### config.mk
export PLATFORM = sky130hd
export DESIGN_NAME = lpm_ctrl
export DESIGN_NICKNAME = d
export VERILOG_FILES = /design/src/rtl/lpm_pkg.sv /design/src/rtl/lpm_dncnt.sv /design/src/rtl/lpm_wake.sv /design/src/rtl/lpm_pins.sv /design/src/rtl/lpm_fsm.sv /design/src/rtl/lpm_ctrl.sv
export SDC_FILE = /design/constraint.sdc
export NUM_CORES = 1
export LEC_CHECK = 0
export BUFFER_PORTS_ARGS = -buffer_cell sky130_fd_sc_hd__clkbuf_2
export CAP_MARGIN = 15
export CORE_ASPECT_RATIO = 1.2
export CORE_MARGIN = 2
export CORE_UTILIZATION = 33
export DETAILED_ROUTE_END_ITERATION = 12
export GPL_TIMING_DRIVEN = 0
export PLACE_DENSITY_LB_ADDON = 0.1
export SLEW_MARGIN = 5
export SYNTH_ARGS = -nofsm -noshare
export SYNTH_HDL_FRONTEND = slang
export SYNTH_SLANG_ARGS = --single-unit
### constraint.sdc
create_clock -name clk -period 2.1 [get_ports clk]
set_input_delay 0.315 -clock clk [delete_from_list [all_inputs] [get_ports clk]]
set_output_delay 0.315 -clock clk [all_outputs]
set_load 0.05 [all_outputs]
### src/rtl/lpm_pkg.sv
package lpm_pkg;
    typedef enum logic [2:0] {
        ST_RUN,
        ST_IDLE,
        ST_PD,
        ST_PD_WAKE,
        ST_PD_STAB,
        ST_RESUME,
        ST_RST_WIN,
        ST_RESET
    } lpm_state_e;

    typedef enum logic [1:0] {
        PM_RUN,
        PM_IDLE,
        PM_PD
    } pin_mode_e;

    localparam int unsigned MODE_IDLE_BIT = 0;
    localparam int unsigned MODE_PD_BIT   = 1;
endpackage

### src/rtl/lpm_dncnt.sv
module lpm_dncnt #(
    parameter int unsigned W = 4
) (
    input  logic         clk,
    input  logic         rst_n,
    input  logic         load,
    input  logic [W-1:0] load_val,
    input  logic         en,
    output logic         zero
);
    logic [W-1:0] cnt;

    always_ff @(posedge clk or negedge rst_n) begin
        if (!rst_n) begin
            cnt <= '0;
        end else if (load) begin
            cnt <= load_val;
        end else if (en && (cnt != '0)) begin
            cnt <= cnt - 1'b1;
        end
    end

    assign zero = (cnt == '0);
endmodule

### src/rtl/lpm_wake.sv
module lpm_wake #(
    parameter int unsigned          N_IRQ    = 5,
    parameter logic [N_IRQ-1:0]     EXT_MASK = 5'b00101
) (
    input  logic [N_IRQ-1:0] irq_pend,
    input  logic [N_IRQ-1:0] irq_en,
    output logic             any_wake,
    output logic             ext_wake
);
    logic [N_IRQ-1:0] live;
    logic [N_IRQ-1:0] live_ext;

    for (genvar i = 0; i < N_IRQ; i++) begin : g_src
        assign live[i] = irq_pend[i] & irq_en[i];
        if (EXT_MASK[i]) begin : g_ext
            assign live_ext[i] = live[i];
        end else begin : g_int
            assign live_ext[i] = 1'b0;
        end
    end

    assign any_wake = |live;
    assign ext_wake = |live_ext;
endmodule

### src/rtl/lpm_pins.sv
module lpm_pins
    import lpm_pkg::*;
(
    input  pin_mode_e pin_mode,
    input  logic      ext_prog,
    output logic      ale_frc,
    output logic      ale_lvl,
    output logic      psen_frc,
    output logic      psen_lvl,
    output logic      p0_float
);
    always_comb begin
        ale_frc  = 1'b0;
        ale_lvl  = 1'b0;
        psen_frc = 1'b0;
        psen_lvl = 1'b0;
        p0_float = 1'b0;
        unique case (pin_mode)
            PM_IDLE: begin
                ale_frc  = 1'b1;
                ale_lvl  = 1'b1;
                psen_frc = 1'b1;
                psen_lvl = 1'b1;
                p0_float = ext_prog;
            end
            PM_PD: begin
                ale_frc  = 1'b1;
                psen_frc = 1'b1;
                p0_float = ext_prog;
            end
            default: begin
                p0_float = 1'b0;
            end
        endcase
    end
endmodule

### src/rtl/lpm_fsm.sv
module lpm_fsm
    import lpm_pkg::*;
(
    input  logic       clk,
    input  logic       rst_n,
    input  logic       hw_rst,
    input  logic       pcon_we,
    input  logic [1:0] pcon_wdata,
    input  logic       any_wake,
    input  logic       ext_wake,
    input  logic       osc_stable,
    input  logic       stab_zero,
    input  logic       win_zero,
    output lpm_state_e st,
    output logic       stab_load,
    output logic       stab_en,
    output logic       win_load,
    output logic       win_en,
    output logic       cpu_clk_en,
    output logic       osc_en,
    output logic [1:0] mode_q,
    output logic       resume_pulse,
    output logic       ram_wr_block,
    output logic       core_rst,
    output pin_mode_e  pin_mode
);
    lpm_state_e nxt;

    always_ff @(posedge clk or negedge rst_n) begin
        if (!rst_n) st <= ST_RUN;
        else        st <= nxt;
    end

    always_comb begin
        nxt = st;
        unique case (st)
            ST_RUN: begin
                if (hw_rst)                                  nxt = ST_RESET;
                else if (pcon_we && pcon_wdata[MODE_PD_BIT])   nxt = ST_PD;
                else if (pcon_we && pcon_wdata[MODE_IDLE_BIT]) nxt = ST_IDLE;
            end
            ST_IDLE: begin
                if (hw_rst)        nxt = ST_RST_WIN;
                else if (any_wake) nxt = ST_RESUME;
            end
            ST_PD: begin
                if (hw_rst)        nxt = ST_RESET;
                else if (ext_wake) nxt = ST_PD_WAKE;
            end
            ST_PD_WAKE: begin
                if (hw_rst)          nxt = ST_RESET;
                else if (osc_stable) nxt = ST_PD_STAB;
            end
            ST_PD_STAB: begin
                if (hw_rst)         nxt = ST_RESET;
                else if (stab_zero) nxt = ST_RESUME;
            end
            ST_RESUME: begin
                if (hw_rst) nxt = ST_RESET;
                else        nxt = ST_RUN;
            end
            ST_RST_WIN: begin
                if (win_zero) nxt = ST_RESET;
            end
            ST_RESET: begin
                if (!hw_rst) nxt = ST_RUN;
            end
            default: nxt = ST_RUN;
        endcase
    end

    always_comb begin
        stab_load    = 1'b0;
        stab_en      = 1'b0;
        win_load     = 1'b0;
        win_en       = 1'b0;
        cpu_clk_en   = 1'b1;
        osc_en       = 1'b1;
        mode_q       = 2'b00;
        resume_pulse = 1'b0;
        ram_wr_block = 1'b0;
        core_rst     = 1'b0;
        pin_mode     = PM_RUN;
        unique case (st)
            ST_RUN: begin
                cpu_clk_en = 1'b1;
            end
            ST_IDLE: begin
                cpu_clk_en            = 1'b0;
                mode_q[MODE_IDLE_BIT] = 1'b1;
                pin_mode              = PM_IDLE;
                win_load              = hw_rst;
            end
            ST_PD: begin
                cpu_clk_en          = 1'b0;
                osc_en              = 1'b0;
                mode_q[MODE_PD_BIT] = 1'b1;
                pin_mode            = PM_PD;
            end
            ST_PD_WAKE: begin
                cpu_clk_en          = 1'b0;
                mode_q[MODE_PD_BIT] = 1'b1;
                pin_mode            = PM_PD;
                stab_load           = osc_stable && !hw_rst;
            end
            ST_PD_STAB: begin
                cpu_clk_en          = 1'b0;
                mode_q[MODE_PD_BIT] = 1'b1;
                pin_mode            = PM_PD;
                stab_en             = 1'b1;
            end
            ST_RESUME: begin
                resume_pulse = 1'b1;
            end
            ST_RST_WIN: begin
                ram_wr_block = 1'b1;
                win_en       = 1'b1;
            end
            ST_RESET: begin
                core_rst = 1'b1;
            end
            default: begin
                core_rst = 1'b1;
            end
        endcase
    end
endmodule

### src/rtl/lpm_ctrl.sv
module lpm_ctrl
    import lpm_pkg::*;
#(
    parameter int unsigned      N_IRQ    = 5,
    parameter logic [N_IRQ-1:0] EXT_MASK = 5'b00101,
    parameter int unsigned      MC_CLKS  = 12,
    parameter int unsigned      WIN_MC   = 2,
    parameter int unsigned      STAB_W   = 8
) (
    input  logic              clk,
    input  logic              rst_n,
    input  logic              hw_rst,
    input  logic              pcon_we,
    input  logic [1:0]        pcon_wdata,
    input  logic [N_IRQ-1:0]  irq_pend,
    input  logic [N_IRQ-1:0]  irq_en,
    input  logic              ext_prog,
    input  logic              osc_stable,
    input  logic [STAB_W-1:0] stab_limit,
    input  logic              ram_we_req,
    output logic              ram_we,
    output logic              ram_wr_block,
    output logic              cpu_clk_en,
    output logic              osc_en,
    output logic [1:0]        mode_q,
    output logic              resume_pulse,
    output logic              core_rst,
    output logic              ale_frc,
    output logic              ale_lvl,
    output logic              psen_frc,
    output logic              psen_lvl,
    output logic              p0_float
);
    localparam int unsigned WIN_CLKS = WIN_MC * MC_CLKS;
    localparam int unsigned WIN_W    = $clog2(WIN_CLKS + 1);
    localparam logic [WIN_W-1:0] WIN_LOAD = WIN_W'(WIN_CLKS - 1);

    lpm_state_e st;
    pin_mode_e  pin_mode;
    logic any_wake, ext_wake;
    logic stab_load, stab_en, stab_zero;
    logic win_load, win_en, win_zero;

    lpm_wake #(.N_IRQ(N_IRQ), .EXT_MASK(EXT_MASK)) u_wake (
        .irq_pend (irq_pend),
        .irq_en   (irq_en),
        .any_wake (any_wake),
        .ext_wake (ext_wake)
    );

    lpm_dncnt #(.W(STAB_W)) u_stab (
        .clk      (clk),
        .rst_n    (rst_n),
        .load     (stab_load),
        .load_val (stab_limit),
        .en       (stab_en),
        .zero     (stab_zero)
    );

    lpm_dncnt #(.W(WIN_W)) u_win (
        .clk      (clk),
        .rst_n    (rst_n),
        .load     (win_load),
        .load_val (WIN_LOAD),
        .en       (win_en),
        .zero     (win_zero)
    );

    lpm_fsm u_fsm (
        .clk          (clk),
        .rst_n        (rst_n),
        .hw_rst       (hw_rst),
        .pcon_we      (pcon_we),
        .pcon_wdata   (pcon_wdata),
        .any_wake     (any_wake),
        .ext_wake     (ext_wake),
        .osc_stable   (osc_stable),
        .stab_zero    (stab_zero),
        .win_zero     (win_zero),
        .st           (st),
        .stab_load    (stab_load),
        .stab_en      (stab_en),
        .win_load     (win_load),
        .win_en       (win_en),
        .cpu_clk_en   (cpu_clk_en),
        .osc_en       (osc_en),
        .mode_q       (mode_q),
        .resume_pulse (resume_pulse),
        .ram_wr_block (ram_wr_block),
        .core_rst     (core_rst),
        .pin_mode     (pin_mode)
    );

    lpm_pins u_pins (
        .pin_mode (pin_mode),
        .ext_prog (ext_prog),
        .ale_frc  (ale_frc),
        .ale_lvl  (ale_lvl),
        .psen_frc (psen_frc),
        .psen_lvl (psen_lvl),
        .p0_float (p0_float)
    );

    assign ram_we = ram_we_req & ~ram_wr_block;
endmodule

==> metrics.md, run 1 <==
| Metric | Value |
|---|---|
| Status | `complete, but fails checks` |
| Violated checks | `negative hold slack, negative setup slack` |
| Slowest cell on crit path | `or4b_4` |
| Post-synth cell types | `41` |
| Final wirelength | `3.300 mm` |
| Required time worst endpoint | `2240 ps` |
| Core area | `3309 µm²` |
| Worst-path clk slew | `70 ps` |
| I/O pins | `40` |
| Flop pwr share | `19.6%` |
| Syn_area_per_cell | `8.662 µm²` |
| Synth Instances | `130` |
| Final nets | `225` |
| Synth Warn # | `0` |
| Clock group share of total power | `8.8%` |
| Post-synth design cell area | `1126 µm²` |
| Vias in the first global route | `1,109` |
| CP Launch Type | `flop` |
| Worst hold slack | `-11.72 ps` |
| Crit path buf inv count | `1` |
| CTS tree | `done` |
| Gr usage total | `17.27%` |
| Inserted Clock Buffers | `3` |
| Sequential share of the synthesized area | `35.56%` |
| Layout fillers | `323` |
| Post-synth EDFFs | `0` |
| Die area | `3898 µm²` |
| Die width | `57.33 µm` |
| Reg2reg start | `u_stab.cnt[0]` |
| WP data arrival | `2330 ps` |
| Final Core Density | `53.12%` |
| Worst-path cell chain | `inv_2 -> ha_4 -> or4b_4 -> o41a_4 -> nor2b_4 -> nor3_4 -> mux2_4` |
| Worst path max stage delay | `470 ps` |
| Fin. Hold Viols | `16` |
| Static leakage | `0.7906 nW` |
| Drt pass-1 iters | `4` |
| Antenna diode count | `0` |
| Slew @ Worst Pin | `814.3 ps` |
| Row count | `23` |
| Worst Hold Class | `primary input to async pin` |
| Clock Path Buffers | `2` |
| PD cells | `1831 nW/µm²` |
| Final setup fails | `2` |
| Clk Latency, worst-skew pair | `250 ps` |
| Sinks on the clock net | `16` |
| Pin count of the biggest net entering global routing | `17` |
| Fmax | `0.4559 GHz` |
| Final min period | `2193 ps` |
| Initial antenna violation count | `0` |
| Slew margin rel. | `45.72%` |
| Crit path max-delay family | `simple AND/OR/NAND/NOR gates` |
| Vias | `1,189` |
| HPWL Detailed | `2.209 mm` |
| Final period util | `104.4%` |
| Syn Nets | `161` |
| CP Capture Type | `flop` |
| Initial drt markers | `23` |
| Unrepaired setup endpoints after global routing | `true` |
| Antenna Nets Post-Route | `0` |
| Max-slew violations | `0` |
| Clock skew | `2.064 ps` |
| Total global routing overflow | `0` |
| Die Ht | `67.99 µm` |
| End of the worst register-to-register path | `u_fsm.st[1]` |
| # H-tree levels | `1` |
| Layout cell share with drive strength beyond 1 | `49.74%` |
| Commonest non-fill, non-tap cell in the layout | `clkbuf_2` |
| Starting density of the core | `34.03%` |
| Area grow syn2layout | `56.11%` |
| Async SR Flop Fraction | `100.0%` |
| Sw Pwr | `0.001574 W` |
| Reg2Reg Depth | `7` |
| Final setup margin | `-93.42 ps` |
| Worst Setup SP | `u_stab.cnt[0]` |
| Highest-count cells in the layout ignoring fill and taps | `36 x clkbuf_2, 19 x buf_4, 15 x dfrtp_1` |
| CTS Hold Buffers Added | `0` |
| First-pass GRT wire length | `5.085 mm` |
| Gpl congestion | `0.7760` |
| Drt drc | `0` |
| Peak VDD IR | `1.604 mV` |
| R2R Setup Slk | `-90 ps` |
| Int Pwr | `0.001645 W` |
| Port bufs | `39` |
| Max_cap viols | `0` |
| Switching portion of total power | `48.91%` |
| Comb pwr share | `71.7%` |
| Setup CP Type | `flop to flop` |
| Root Driver | `clkbuf_8` |
| Seq cells post-synth | `16` |
| Drt wl/cell | `14.35 µm` |
| CP max FO | `3` |
| Most used DFF post-synth | `dfrtp_1` |
| Via/cell ratio | `5.170` |
-- state kept, by name, summed over array words and instances, names as in the netlist --
register and cells:
u_fsm.st 3, u_win.cnt 5, u_stab.cnt 8
-- power by group through the flow --
stage               Combinational [W]  Sequential [W]  Clock, W
floorplan                     0.00145        0.000573         0
global placement              0.00172        0.000614         0
detailed placement            0.00176        0.000618         0
CTS                           0.00213        0.000618  0.000287
global route                  0.00248        0.000653  0.000298
finish                        0.00231        0.000630  0.000282
-- cell usage after synthesis, drive strengths merged (2+ instances only) --
| cell | n | area (µm²) |
|---|---|---|
| buf | 3 | 20.01 |
| nor2b | 3 | 26.27 |
| dfrtp | 16 | 400.4 |
| nand3 | 3 | 15.01 |
| o31ai | 2 | 15.01 |
| o21ai | 6 | 30.03 |
| nand2 | 12 | 45.04 |
| ha | 4 | 50.05 |
| nand4 | 2 | 12.51 |
| a21oi | 11 | 55.05 |
| o211ai | 4 | 30.03 |
| nor2 | 12 | 45.04 |
| mux2 | 2 | 22.52 |
| nor3b | 2 | 20.02 |
| clkbuf | 4 | 15.01 |
| nor4 | 2 | 12.51 |
| nand2b | 2 | 12.51 |
| inv | 10 | 37.53 |
| xor2 | 3 | 26.28 |
| xnor2 | 7 | 61.31 |
| nor3 | 7 | 40.04 |
-- per-stage QoR --
step / std cells / worst slack [ps] / power [W] / instance area, µm² / TNS [ps]
after detailed placement: 206 / -168.4 / 0.002376 / 1440 / -212.1
after global routing: 230 / -175.5 / 0.003427 / 1758 / -688.4
after floorplan: 130 / -112.0 / 0.002028 / 1199 / -145.5
after CTS: 227 / -56.99 / 0.003032 / 1683 / -177.0
final: 230 / -93.42 / 0.003219 / 1758 / -106.5
after global placement: 206 / -140.1 / 0.002336 / 1440 / -171.6
-- worst max path at each step --
stage	cells after the start	slack, ps	end
after CTS	7	-60	u_fsm.st[1]
final	7	-90	u_fsm.st[1]
after detailed placement	7	-170	u_fsm.st[1]
after global routing	7	-180	u_fsm.st[1]
after floorplan	5	-110	psen_frc
after global placement	7	-140	u_fsm.st[1]
-- cell families (layout without fill, tap and decap cells) --
kind of cell	after synthesis	count (layout)	share of synthesized area (%)
AND/OR/NAND/NOR	51	51	25.22
AO/OA/AOI/OAI	30	30	18.56
buffers and inverters	17	80	6.443
flip-flops	16	16	35.56
XOR/XNOR	10	10	7.778
adder cells (fa/ha/maj)	4	4	4.445
multiplexers	2	2	2.000
-- layer usage --
metal	vias up	part of all wire (%)	track usage [%]	wire length, µm
li1	588	-	-	-
met1	553	40	20.77	1306
met2	38	53	32.04	1750
met3	10	3.8	1.134	126
met4	0	3.5	6.977	116
met5	-	0	0	0
-- what timing repair did --
item / CTS / global route
setup buffers: 17 / 6
endpoints found under the setup margin: 7 / 12
pin swaps: 3 / 8
resized for setup: 15 / 16
-- final cells by class --
class / instances / area (µm²) / area share [%]
repair buffers: 59 / 367.9 / 20.93
inverters: 10 / 45.04 / 2.562
plain buffers: 7 / 70.07 / 3.986
clock buffers: 4 / 55.05 / 3.132
well taps: 37 / 46.29 / 2.633
multi-input cells: 97 / 772.0 / 43.91
flip-flops and latches: 16 / 401.6 / 22.85
No activity file was read; power rests on OpenSTA's default activity.
==> run 2: changes to the inputs <==
REMOVE_ABC_BUFFERS = 1   (was default)
==> metrics.md, run 2 (synthesized netlist as in run 1, its figures left out) <==
| Metric | Value |
|---|---|
| Status | `complete, but fails checks` |
| Violated checks | `negative hold slack, negative setup slack` |
| Initial antenna violation count | `0` |
| Fmax | `0.4637 GHz` |
| Root Driver | `clkbuf_8` |
| HPWL Detailed | `1.948 mm` |
| Commonest non-fill, non-tap cell in the layout | `clkbuf_2` |
| Peak VDD IR | `1.224 mV` |
| Final Core Density | `47.79%` |
| Via/cell ratio | `5.040` |
| End of the worst register-to-register path | `u_fsm.st[1]` |
| Clock skew | `2.118 ps` |
| CTS Hold Buffers Added | `0` |
| Worst Setup SP | `u_stab.cnt[0]` |
| Multi-input gate area | `699.4 µm²` |
| Inserted Clock Buffers | `3` |
| Pin count of the biggest net entering global routing | `17` |
| Drt wl/cell | `12.81 µm` |
| Final nets | `219` |
| Worst path max stage delay | `460 ps` |
| Layout cell share with drive strength beyond 1 | `44.62%` |
| Worst hold slack | `-8.172 ps` |
| Vias in the first global route | `1,035` |
| Required time worst endpoint | `2230 ps` |
| Starting density of the core | `34.03%` |
| Row count | `23` |
| Sinks on the clock net | `16` |
| Clock Path Buffers | `2` |
| Worst-path clk slew | `60 ps` |
| Reg2reg start | `u_stab.cnt[0]` |
| CP Launch Type | `flop` |
| Unrepaired setup endpoints after global routing | `true` |
| Layout fillers | `327` |
| Worst-path cell chain | `inv_2 -> ha_4 -> or4b_4 -> o41a_4 -> nor2b_4 -> nor3_2 -> mux2_1` |
| CP Capture Type | `flop` |
| CTS tree | `done` |
| Gpl congestion | `0.7897` |
| # H-tree levels | `1` |
| Reg2Reg Depth | `7` |
| Final min period | `2156 ps` |
| Crit path max-delay family | `simple AND/OR/NAND/NOR gates` |
| Die Ht | `67.99 µm` |
| Area grow syn2layout | `40.44%` |
| Static leakage | `0.7221 nW` |
| FF/Latch Area | `404.1 µm²` |
| Initial drt markers | `13` |
| Vias | `1,124` |
| Slew margin rel. | `56.85%` |
| Gr usage total | `14.13%` |
| Max reg flops | `8` |
| Final period util | `102.7%` |
| Drt drc | `0` |
| Dpl cell area | `1333 µm²` |
| Final wirelength | `2.856 mm` |
| Slew @ Worst Pin | `647.2 ps` |
| Total global routing overflow | `0` |
| R2R Setup Slk | `-60 ps` |
| Crit path buf inv count | `1` |
| Slowest cell on crit path | `or4b_4` |
| Die area | `3898 µm²` |
| Max_cap viols | `0` |
| Register bank with the most flops | `u_stab.cnt` |
| Largest regs | `u_stab.cnt (8), u_win.cnt (5), u_fsm.st (3)` |
| Drt pass-1 iters | `4` |
| First-pass GRT wire length | `4.374 mm` |
| Final setup fails | `1` |
| Antenna diode count | `0` |
| Die width | `57.33 µm` |
| Clk Latency, worst-skew pair | `240 ps` |
| Antenna Nets Post-Route | `0` |
| CP max FO | `2` |
| Max-slew violations | `0` |
| Worst Hold Class | `primary input to async pin` |
| Setup CP Type | `flop to flop` |
| Final setup margin | `-56.34 ps` |
| I/O pins | `40` |
| Port bufs | `39` |
| Highest-count cells in the layout ignoring fill and taps | `39 x clkbuf_2, 20 x buf_4, 13 x dfrtp_1` |
| Core area | `3309 µm²` |
| PD cells | `1709 nW/µm²` |
| Design Area, Final | `1582 µm²` |
| WP data arrival | `2280 ps` |
| Fin. Hold Viols | `16` |
## run 2: stage by stage
step	hold slack (ps)	power [W]	setup slack, ps	TNS (ps)	cells
after floorplan	19.41	0.001780	-1189	-6260	123
after global placement	271.3	0.002080	-309.1	-483.7	199
after detailed placement	272.9	0.002117	-327.1	-603.1	199
after CTS	8.920	0.002502	-96.22	-187.7	210
after global routing	18.90	0.002886	-110.7	-197.9	223
final	-8.172	0.002702	-56.34	-56.34	223
## run 2: power breakdown
part	switching [W]	internal, W	leakage [nW]	total (W)
clock network	0.0000977	0.000127	0.0216	0.000225
registers	0.000177	0.000465	0.175	0.000642
logic	0.00111	0.000722	0.526	0.00184
total	0.00139	0.00131	0.722	0.00270
## run 2: timing repair
item | 4_1_cts | 5_1_grt
gates resized for setup | 10 | 6
buffers inserted | 8 | 13
endpoints found under the setup margin | 8 | 10
pin swaps | 2 | 4
## run 2: how the worst max path moves through the flow
stage,slack [ps],end,depth (start not counted)
after floorplan,-1190,p0_float,4
after global placement,-310,u_fsm.st[1],7
after detailed placement,-330,u_fsm.st[1],7
after CTS,-100,u_fsm.st[1],7
after global routing,-110,u_fsm.st[1],7
final,-60,u_fsm.st[1],7
## run 2: final cells by class
class	instances	share of cell area, %
sequential	16	25.55
multi-input combinational	97	44.22
inverter	10	2.373
tap	37	2.927
clock buffer	3	2.611
timing repair buffer	60	22.31
## run 2: layer usage
metal  GRT usage (%)  wire length [µm]  part of all wire, %  vias up
met5               0                 0                    0        -
met4           6.105                32                  1.1        0
met3           1.512               124                  4.3        2
met2           26.87              1497                   52       28
met1           15.94              1201                   42      519
li1                -                 -                    -      575
==> run 3: changes to the inputs <==
ABC_AREA = 1   (was default)
==> metrics.md, run 3 <==
| Metric | Value |
|---|---|
| WP data arrival | `1720 ps` |
| Area grow syn2layout | `28.21%` |
| Port bufs | `39` |
| Reg2Reg Depth | `9` |
| Worst path most repeated cell | `inv_1` |
| Worst-path clk slew | `70 ps` |
| Clock Path Buffers | `2` |
| Clock skew | `1.149 ps` |
| Seq cells post-synth | `16` |
| Top-count cell post-synth | `nand2_1` |
| Synth area leader | `dfrtp_1` |
| Total global routing overflow | `0` |
| Crit. path cell count | `8` |
| Layout cell share with drive strength beyond 1 | `30.33%` |
| Syn_area_per_cell | `6.787 µm²` |
| Via/cell ratio | `4.577` |
| Register bank with the most flops | `u_stab.cnt` |
| Antenna Nets Post-Route | `0` |
| Core area | `3910 µm²` |
| Setup CP Type | `flop to primary output` |
| Most used DFF post-synth | `dfrtp_1` |
| Worst Hold Class | `primary input to flop` |
| Sinks on the clock net | `16` |
| Top cells by count, synth | `62 x nand2_1, 24 x nand3_1, 22 x inv_1` |
| Hold_sp | `stab_limit[3]` |
| Async SR Flop Fraction | `100.0%` |
| Worst hold stages | `5` |
| Worst path max stage delay | `510 ps` |
| CTS tree | `done` |
| Row count | `25` |
| I/O pins | `40` |
| Max reg flops | `8` |
| Final nets | `276` |
| Drt wl/cell | `10.99 µm` |
| Max-slew violations | `0` |
| Die width | `62.25 µm` |
| HPWL Detailed | `2.349 mm` |
| Pin count of the biggest net entering global routing | `17` |
| Clk Latency, worst-skew pair | `250 ps` |
| Drt drc | `0` |
| Crit path buf inv count | `3` |
| Final setup fails | `0` |
| Tot Pwr | `0.003106 W` |
| Max_cap viols | `0` |
| Worst-path cell chain | `nand2_4 -> nor2_8 -> inv_1 -> nand3_2 -> inv_1 -> ha_4 -> nor2_1 -> clkbuf_8` |
| Die area | `4600 µm²` |
| Gr usage total | `15.27%` |
| PD cells | `1803 nW/µm²` |
| CP max FO | `6` |
| Starting density of the core | `34.37%` |
| Worst hold slack | `371.3 ps` |
| CP Launch Type | `flop` |
| Post-synth cell types | `26` |
| Post-synth EDFFs | `0` |
| Static leakage | `0.9324 nW` |
| Antenna diode count | `0` |
| Synth Instances | `198` |
| Gpl congestion | `0.7957` |
| Highest-count cells in the layout ignoring fill and taps | `62 x nand2_1, 36 x clkbuf_2, 23 x nand3_1` |
| Vias in the first global route | `1,252` |
| Slew @ Worst Pin | `415.9 ps` |
| Unrepaired setup endpoints after global routing | `false` |
| Drt pass-1 iters | `4` |
| Final wirelength | `3.275 mm` |
| Inserted Clock Buffers | `3` |
| Initial drt markers | `63` |
| CP Capture Type | `primary output` |
| Synth Warn # | `0` |
| Reg2reg start | `u_fsm.st[0]` |
| Required time worst endpoint | `1780 ps` |
| Post-synth design cell area | `1344 µm²` |
| Slew margin rel. | `72.27%` |
| Slowest cell on crit path | `dfrtp_2` |
| Vias | `1,364` |
| Crit path max-delay family | `flip-flops` |
| Final setup margin | `61.27 ps` |
| Place WS | `-7.660 ps` |
| # H-tree levels | `1` |
| Status | `finished, final reports clean` |
| Commonest non-fill, non-tap cell in the layout | `nand2_1` |
| Dominant cells by area after synthesis | `dfrtp_1 30%, nand2_1 17%, nand3_1 8.9%` |
| Final Core Density | `44.06%` |
| First-pass GRT wire length | `5.589 mm` |
| Final period util | `97.08%` |
| Die Ht | `73.90 µm` |
| Peak VDD IR | `1.356 mV` |
| Worst Setup SP | `u_fsm.st[0]` |
| Setup TNS | `0 ps` |
| Fin. Hold Viols | `0` |
| Final min period | `2039 ps` |
| Initial antenna violation count | `0` |
| Largest regs | `u_stab.cnt (8), u_win.cnt (5), u_fsm.st (3)` |
| Sequential share of the synthesized area | `29.80%` |
| Top-area cell type share of the netlist area | `29.80%` |
| Root Driver | `clkbuf_8` |
| Fmax | `0.4905 GHz` |
## run 3: cell count changes in the layout (fill, tap and decap cells not counted), sizes merged, moves of 3 or more
cell    delta
nand2     +54
nand3     +24
inv       +15
nor2      +10
a21oi      -9
buf        -9
o21ai      +8
nor3       -6
xnor2      -6
nand4      +4
nor2b      -3
o211ai     -3
or2        +3
xor2       -3
## run 3: where the power goes
| group | switching (W) | leakage (nW) | internal [W] |
|---|---|---|---|
| Sequential | 0.000185 | 0.190 | 0.000466 |
| Combinational | 0.00143 | 0.714 | 0.000736 |
| Clock | 0.000118 | 0.0288 | 0.000167 |
## run 3: worst min-delay path, stage by stage
cell and delay [ps]:
clkbuf_2 80, nand2_1 40, nand2_1 50, nand2_1 40, o21ai_1 60
## run 3: logic make-up (layout without fill, tap and decap cells)
kind of cell             count (synthesis)  after routing  synth area share, %
AO/OA/AOI/OAI                           19             19                8.474
AND/OR/NAND/NOR                        126            126                45.07
buffers and inverters                   32             78                12.29
XOR/XNOR                                 1              1               0.6519
flip-flops                              16             16                29.79
adder cells (fa/ha/maj)                  4              4                3.725
## run 3: path summary, 6_finish.rpt
check	end	slack (ps)
worst max register to register	u_stab.cnt[2]	490
max in group asynchronous	u_fsm.st[1]	1270
worst min-delay path	u_stab.cnt[3]	370
worst max-delay path	p0_float	60
min in group asynchronous	u_stab.cnt[5]	520
worst min register to register	u_win.cnt[4]	480
## run 3: stage by stage
stage	cells	cell area (µm²)
2_1_floorplan	191	1272
4_1_cts	296	1690
3_5_place_dp	284	1535
6_report	298	1723
3_3_place_gp	284	1535
5_1_grt	298	1723
## run 3: routing by layer
metal  up-vias  track usage, %  routed length, µm
met5         -               0                  0
met4         0           4.444                 30
met3         4           2.450                114
met2        26           28.74               1609
met1       609           18.16               1521
li1        725               -                  -
## run 3: cell type report
type | count | area (µm²)
inverters | 25 | 98.84
multi-input cells | 150 | 810.8
fillers | 404 | 2187
repair buffers | 49 | 286.5
flip-flops and latches | 16 | 404.1
well taps | 54 | 67.56
clock buffers | 4 | 55.05
## run 3: repair_timing
action | CTS | global route
resized for setup | 13 | 4
setup endpoints to repair | 5 | 3
buffers inserted | 7 | 2
hold buffers | 1 | 0
pin swaps | 1 | 5
endpoints found under the hold margin | 7 | 0
